$ cat config.mk
export PLATFORM = sky130hd
export DESIGN_NAME = wacc_window
export DESIGN_NICKNAME = d
export VERILOG_FILES = /design/src/rtl/wacc_pkg.sv /design/src/rtl/wacc_match.sv /design/src/rtl/wacc_fold.sv /design/src/rtl/wacc_shift.sv /design/src/rtl/wacc_window.sv
export SDC_FILE = /design/constraint.sdc
export NUM_CORES = 2
export LEC_CHECK = 0
export BUFFER_PORTS_ARGS = -buffer_cell sky130_fd_sc_hd__buf_4
export CORE_ASPECT_RATIO = 0.75
export CORE_MARGIN = 1
export CORE_UTILIZATION = 69
export CTS_CLUSTER_SIZE = 16
export DETAILED_ROUTE_END_ITERATION = 6
export GPL_TIMING_DRIVEN = 0
export PLACE_DENSITY = 0.95
export SYNTH_ARGS = -nofsm -noshare
export SYNTH_HDL_FRONTEND = slang
export SYNTH_HIERARCHICAL = 1
export SYNTH_SLANG_ARGS = --single-unit
$ cat constraint.sdc
create_clock -name clk_i -period 41.4 [get_ports clk_i]
set_input_delay 6.21 -clock clk_i [delete_from_list [all_inputs] [get_ports clk_i]]
set_output_delay 6.21 -clock clk_i [all_outputs]
set_load 0.01 [all_outputs]
$ cat src/rtl/wacc_pkg.sv
package wacc_pkg;
  localparam int unsigned DEPTH_DEF = 8;
  localparam int unsigned KEY_W_DEF = 32;
  localparam int unsigned WT_W_DEF  = 32;

  // width needed to add depth values of wt_w bits without overflow
  function automatic int unsigned sum_width(input int unsigned depth, input int unsigned wt_w);
    int unsigned w;
    w = 0;
    while ((1 << w) < depth) w++;
    return wt_w + w;
  endfunction
endpackage

$ cat src/rtl/wacc_match.sv
module wacc_match #(
  parameter int unsigned DEPTH = wacc_pkg::DEPTH_DEF,
  parameter int unsigned KEY_W = wacc_pkg::KEY_W_DEF
) (
  input  logic [DEPTH-1:0][KEY_W-1:0] keys_i,
  output logic [DEPTH-2:0]            hit_o
);
  localparam int unsigned HEAD = DEPTH - 1;

  for (genvar g = 0; g < DEPTH - 1; g++) begin : g_cmp
    assign hit_o[g] = (keys_i[g] == keys_i[HEAD]);
  end
endmodule

$ cat src/rtl/wacc_fold.sv
module wacc_fold #(
  parameter int unsigned DEPTH = wacc_pkg::DEPTH_DEF,
  parameter int unsigned WT_W  = wacc_pkg::WT_W_DEF
) (
  input  logic [DEPTH-1:0][WT_W-1:0] wts_i,
  input  logic [DEPTH-2:0]           sel_i,
  output logic [WT_W-1:0]            sum_o
);
  localparam int unsigned HEAD = DEPTH - 1;
  localparam int unsigned SW   = wacc_pkg::sum_width(DEPTH, WT_W);
  localparam logic [SW-1:0] MAX_W = SW'({WT_W{1'b1}});

  logic [SW-1:0] acc;

  always_comb begin
    acc = SW'(wts_i[HEAD]);
    for (int i = 0; i < DEPTH - 1; i++) begin
      if (sel_i[i]) acc = acc + SW'(wts_i[i]);
    end
  end

  assign sum_o = (acc > MAX_W) ? {WT_W{1'b1}} : acc[WT_W-1:0];
endmodule

$ cat src/rtl/wacc_shift.sv
module wacc_shift #(
  parameter int unsigned DEPTH = wacc_pkg::DEPTH_DEF,
  parameter int unsigned KEY_W = wacc_pkg::KEY_W_DEF,
  parameter int unsigned WT_W  = wacc_pkg::WT_W_DEF
) (
  input  logic                        clk_i,
  input  logic                        rst_ni,
  input  logic                        adv_i,
  input  logic [KEY_W-1:0]            key_i,
  input  logic [WT_W-1:0]             wt_i,
  input  logic [DEPTH-2:0]            clr_i,
  output logic [DEPTH-1:0][KEY_W-1:0] keys_o,
  output logic [DEPTH-1:0][WT_W-1:0]  wts_o
);
  // slot 0 is the youngest, slot DEPTH-1 the oldest
  always_ff @(posedge clk_i or negedge rst_ni) begin
    if (!rst_ni) begin
      keys_o[0] <= '0;
      wts_o[0]  <= '0;
    end else if (adv_i) begin
      keys_o[0] <= key_i;
      wts_o[0]  <= wt_i;
    end
  end

  for (genvar g = 1; g < DEPTH; g++) begin : g_slot
    always_ff @(posedge clk_i or negedge rst_ni) begin
      if (!rst_ni) begin
        keys_o[g] <= '0;
        wts_o[g]  <= '0;
      end else if (adv_i) begin
        keys_o[g] <= keys_o[g-1];
        wts_o[g]  <= clr_i[g-1] ? '0 : wts_o[g-1];
      end
    end
  end
endmodule

$ cat src/rtl/wacc_window.sv
module wacc_window #(
  parameter int unsigned DEPTH = wacc_pkg::DEPTH_DEF,
  parameter int unsigned KEY_W = wacc_pkg::KEY_W_DEF,
  parameter int unsigned WT_W  = wacc_pkg::WT_W_DEF
) (
  input  logic             clk_i,
  input  logic             rst_ni,
  input  logic             in_valid_i,
  output logic             in_ready_o,
  input  logic [KEY_W-1:0] in_key_i,
  input  logic [WT_W-1:0]  in_wt_i,
  output logic             out_valid_o,
  input  logic             out_ready_i,
  output logic [KEY_W-1:0] out_key_o,
  output logic [WT_W-1:0]  out_wt_o
);
  localparam int unsigned HEAD = DEPTH - 1;

  logic [DEPTH-1:0][KEY_W-1:0] keys;
  logic [DEPTH-1:0][WT_W-1:0]  wts;
  logic [DEPTH-2:0]            hit, fold_sel;
  logic [WT_W-1:0]             sum;
  logic                        head_live, adv;

  assign adv       = in_valid_i & out_ready_i;
  assign head_live = |wts[HEAD];
  // a dead head must not absorb younger same-key weight
  assign fold_sel  = hit & {(DEPTH-1){head_live}};

  wacc_match #(.DEPTH(DEPTH), .KEY_W(KEY_W)) i_match (
    .keys_i (keys),
    .hit_o  (hit)
  );

  wacc_fold #(.DEPTH(DEPTH), .WT_W(WT_W)) i_fold (
    .wts_i (wts),
    .sel_i (fold_sel),
    .sum_o (sum)
  );

  wacc_shift #(.DEPTH(DEPTH), .KEY_W(KEY_W), .WT_W(WT_W)) i_shift (
    .clk_i  (clk_i),
    .rst_ni (rst_ni),
    .adv_i  (adv),
    .key_i  (in_key_i),
    .wt_i   (in_wt_i),
    .clr_i  (fold_sel),
    .keys_o (keys),
    .wts_o  (wts)
  );

  assign in_ready_o  = out_ready_i;
  assign out_valid_o = in_valid_i & head_live;
  assign out_key_o   = keys[HEAD];
  assign out_wt_o    = head_live ? sum : '0;
endmodule

==> Flow_metrics.wiki <==
{| class="wikitable"
! Metric !! Value
|-
| Layout cell share with drive strength beyond 1 || 0.1683
|-
| R2r endpoint || i_shift/wts_o[207]
|-
| Internal Pwr Total || 0.001386 W
|-
| Count of flip-flops with a built-in enable after synthesis || 0
|-
| Crit. End Element || output port
|-
| Avg Synthesized Cell Area || 9.315 um2
|-
| Cts bufs inserted || 49
|-
| Simple-gate portion of the synthesized area || 0.1417
|-
| Global route total overflow || 0
|-
| Startpoint of the most critical register-to-register path || i_shift/keys_o[252]
|-
| Path class of the lowest-slack min-delay path || reg -> reg
|-
| Area share of the largest cell type after synthesis || 0.3269
|-
| First-pass GRT wire length || 212200 um
|-
| Worst Hold Path Cells || 1
|-
| Count of vias placed by the detailed router || 36990
|-
| Number of cells upsized or downsized after cts || 0
|-
| Violated checks || max-capacitance violations, max-slew violations
|-
| Placed cells || 5076
|-
| Post-synthesis adder-cell area fraction || 0.07509
|-
| Worst Path Required || 35190 ps
|-
| Floorplan row count || 75
|-
| # Post-CTS Setup Buffers || 0
|-
| Most instantiated flip-flop cell in the synthesis netlist || dfrtp_1
|-
| RSZ-0062 raised after global routing || false
|-
| Final min period || 27780 ps
|-
| Post-route non-filler standard cell count || 5176
|-
| Top cell type by total area after synthesis || dfrtp_1
|-
| Wire per inst || 27.46 um
|-
| Largest net degree at the start of global routing || 116
|-
| Maximum Capacitance Violations || 2
|-
| First-pass iteration count of the detailed router || 7
|-
| Net switching share of the total power || 0.4369
|-
| Master cell of the clock root buffer || clkbuf_16
|-
| Die Footprint || 57770 um2
|-
| Number of endpoints with negative hold slack in the final report || 0
|-
| Routed via count divided by cell count || 7.147
|-
| Flops & latches, synth || 512
|-
| Number of buffers on the longest clock path || 3
|-
| Most common cell type on the critical path || ha_1
|-
| Antenna violations before repair || 10
|-
| Hold endpoint || i_shift/keys_o[42]
|-
| Most common cell after layout, fill and taps aside || dfrtp_1
|-
| Result of the run || finished with violations
|-
| Post-synthesis compound-gate area fraction || 0.1795
|-
| Mapped cell area || 39190 um2
|-
| Power share of the combinational group || 0.465
|-
| Placeable core region || 56020 um2
|-
| Cell types with the largest area share after synthesis || dfrtp_1, mux2_2, ha_1
|-
| Most used cells in the layout excluding fill and tap cells || dfrtp_1, mux2_2, o21ai_0
|-
| Worst hold path startpoint || i_shift/keys_o[42]
|-
| Share of synthesized registers carrying an async set or reset || 1.000
|-
| Number of failing setup endpoints in the final timing report || 0
|-
| Effective utilization at floorplan || 0.6995
|-
| Signal arrival time at the worst endpoint || 21570 ps
|-
| Global routing usage summed across all routing layers || 0.4820
|-
| Detailed Place HPWL || 105400 um
|-
| Minimum setup slack among reg-to-reg paths || 36890 ps
|-
| Sequential share of power || 0.336
|-
| Start point of the critical path || i_shift/keys_o[251]
|-
| Clock latency at the later pin of the worst-skew pair || 620 ps
|-
| Vert. Die Dim || 208.4 um
|-
| H-tree depth || 2
|-
| Remaining routing DRC violations || 0
|-
| Slew Limit Fails || 14
|-
| Delay of the slowest critical-path stage || 1170 ps
|-
| Number of global-route vias before repair || 34890
|-
| Number of violations reported at the end of detailed-routing iteration 0 || 6020
|-
| Slowest cell on the critical path || nor4_1
|-
| Slew of the pin with the lowest slew margin || 1587 ps
|-
| Worst reg2reg path depth || 9
|-
| Maximum achievable frequency || 0.03600 GHz
|-
| Post-synthesis cell type count || 99
|-
| PD cells || 57.28 nW/um2
|-
| Die Width || 277.2 um
|-
| TritonCTS sink count || 512
|-
| Combinational family with the most area after synthesis || compound AO/OA/AOI/OAI gates
|-
| YS warnings || 6
|-
| TritonCTS clock tree || yes
|-
| Startpoint-to-endpoint class of the critical path || reg -> out
|-
| Register Area || 12810 um2
|-
| Leakage power figure || 19.82 nW
|-
| Top-level I/O count || 134
|-
| Maximum clock skew at final layout || 47.88 ps
|-
| Highest net fanout along the worst path || 12
|-
| Post-CTS Hold Fix Bufs || 0
|-
| Element type at the critical path start || flip-flop
|-
| PortBufs || 133
|-
| Portion of total power attributed to the clock network || 0.198
|-
| Fin crit share || 0.6709
|-
| Routability congestion estimate || 1.030
|-
| Net count after synthesis || 4506
|-
| Register clock-pin slew on the reported worst setup and hold paths || 60 ps
|-
| Multi-input logic area || 23830 um2
|-
| Slew margin rel. || -0.06052
|-
| Synthesized-area fraction occupied by xor and xnor cells || 0.09061
|-
| Area growth from synthesis to layout || 9.632%
|-
| Fin Setup TNS || 0 ps
|-
| Aggregate routed wire length || 142100 um
|-
| Net Switching || 0.001075 W
|-
| Filler Cells Inserted || 3584
|-
| Seq/Total Area, Yosys || 0.3269
|-
| Synth Instances || 4207
|-
| Share of cell area taken by muxes after synthesis || 0.1210
|-
| Nets || 4695
|-
| Largest vdd supply drop || 0.05755 mV
|-
| Count of nets left with antenna violations after detail routing || 0
|}
[critical path: cells and delay by family (launching register included)]
kind	cells	cell delay, ps
and+or+nand+nor	11	3520
xor gates and xnor gates	6	1050
DFF	1	420
buffers and inverters	5	2380
adders and majority gates	6	2120
AOI/OAI and AO/OA	31	9800
muxes	4	1630
[per-layer routing]
layer  wire, um  track usage  up-vias
met5         46            0        -
met2      53960       0.6309     3130
li1           -            -    15520
met4       7257       0.2013        6
met3      25230       0.2256      661
met1      55640       0.6754    17680
[synthesized netlist by cell type (52+ instances only)]
| cell type | n |
|---|---|
| dfrtp_1 | 512 |
| mux2_2 | 354 |
| o21ai_0 | 350 |
| inv_1 | 310 |
| xor2_1 | 291 |
| nand3b_1 | 230 |
| ha_1 | 224 |
| a21oi_1 | 216 |
| nand2_1 | 191 |
| nor2_1 | 176 |
| a21o_1 | 117 |
| clkbuf_1 | 104 |
| xnor2_1 | 101 |
| nor3_1 | 83 |
| nand3_1 | 82 |
| nor4_1 | 68 |
| o21a_1 | 55 |
| buf_6 | 52 |
[power groups by stage]
stage | sequential [W] | combinational, W | clock, W
detailed placement | 0.000816 | 0.00106 | 0
global route | 0.000834 | 0.00121 | 0.000506
global placement | 0.000802 | 0.00101 | 0
finish | 0.000827 | 0.00115 | 0.000489
floorplan | 0.000762 | 0.000768 | 0
CTS | 0.000815 | 0.00110 | 0.000487
[area by class of cell]
cell class / count / area share
Clock inverter: 23 / 0.007717
Buffer: 225 / 0.03212
Inverter: 313 / 0.02735
Antenna cell: 12 / 0.0006989
Sequential cell: 512 / 0.2982
Multi-Input combinational cell: 3157 / 0.5547
Tap cell: 731 / 0.02129
Clock buffer: 65 / 0.03157
Timing Repair Buffer: 138 / 0.02633
[worst max-delay path by stage]
stage	depth (start not counted)	to	slack (ps)
floorplan	60	out_wt_o[23]	21350
global placement	63	out_wt_o[29]	16180
detailed placement	63	out_wt_o[29]	16340
CTS	63	out_wt_o[29]	15310
global route	63	out_wt_o[29]	13700
finish	63	out_wt_o[29]	13620
[logic make-up (layout without fill, tap and decap cells)]
family / count (synthesis) / in the layout
other: 0 / 12
and+or+nand+nor: 1008 / 1008
DFF: 512 / 512
muxes: 422 / 422
xor gates and xnor gates: 397 / 397
adders and majority gates: 231 / 231
AOI/OAI and AO/OA: 1099 / 1099
buffers and inverters: 538 / 764
[registers in the layout, summed over array words and instances (netlist names)]
signal / count
i_shift/keys_o: 256
i_shift/wts_o: 256
[stage by stage]
stage               total power, W  hold WS [ps]  setup WS, ps    util  area [um2]
floorplan                 0.001530         495.1         21350       -       39190
global placement          0.001808         513.4         16180  0.7337       41100
detailed placement        0.001879         521.0         16340  0.7362       41240
CTS                       0.002397         540.0         15310  0.7663       42930
global route              0.002553         557.8         13700  0.7665       42940
finish                    0.002461         540.5         13620  0.7669       42970
(Power assumes the default switching activity.)
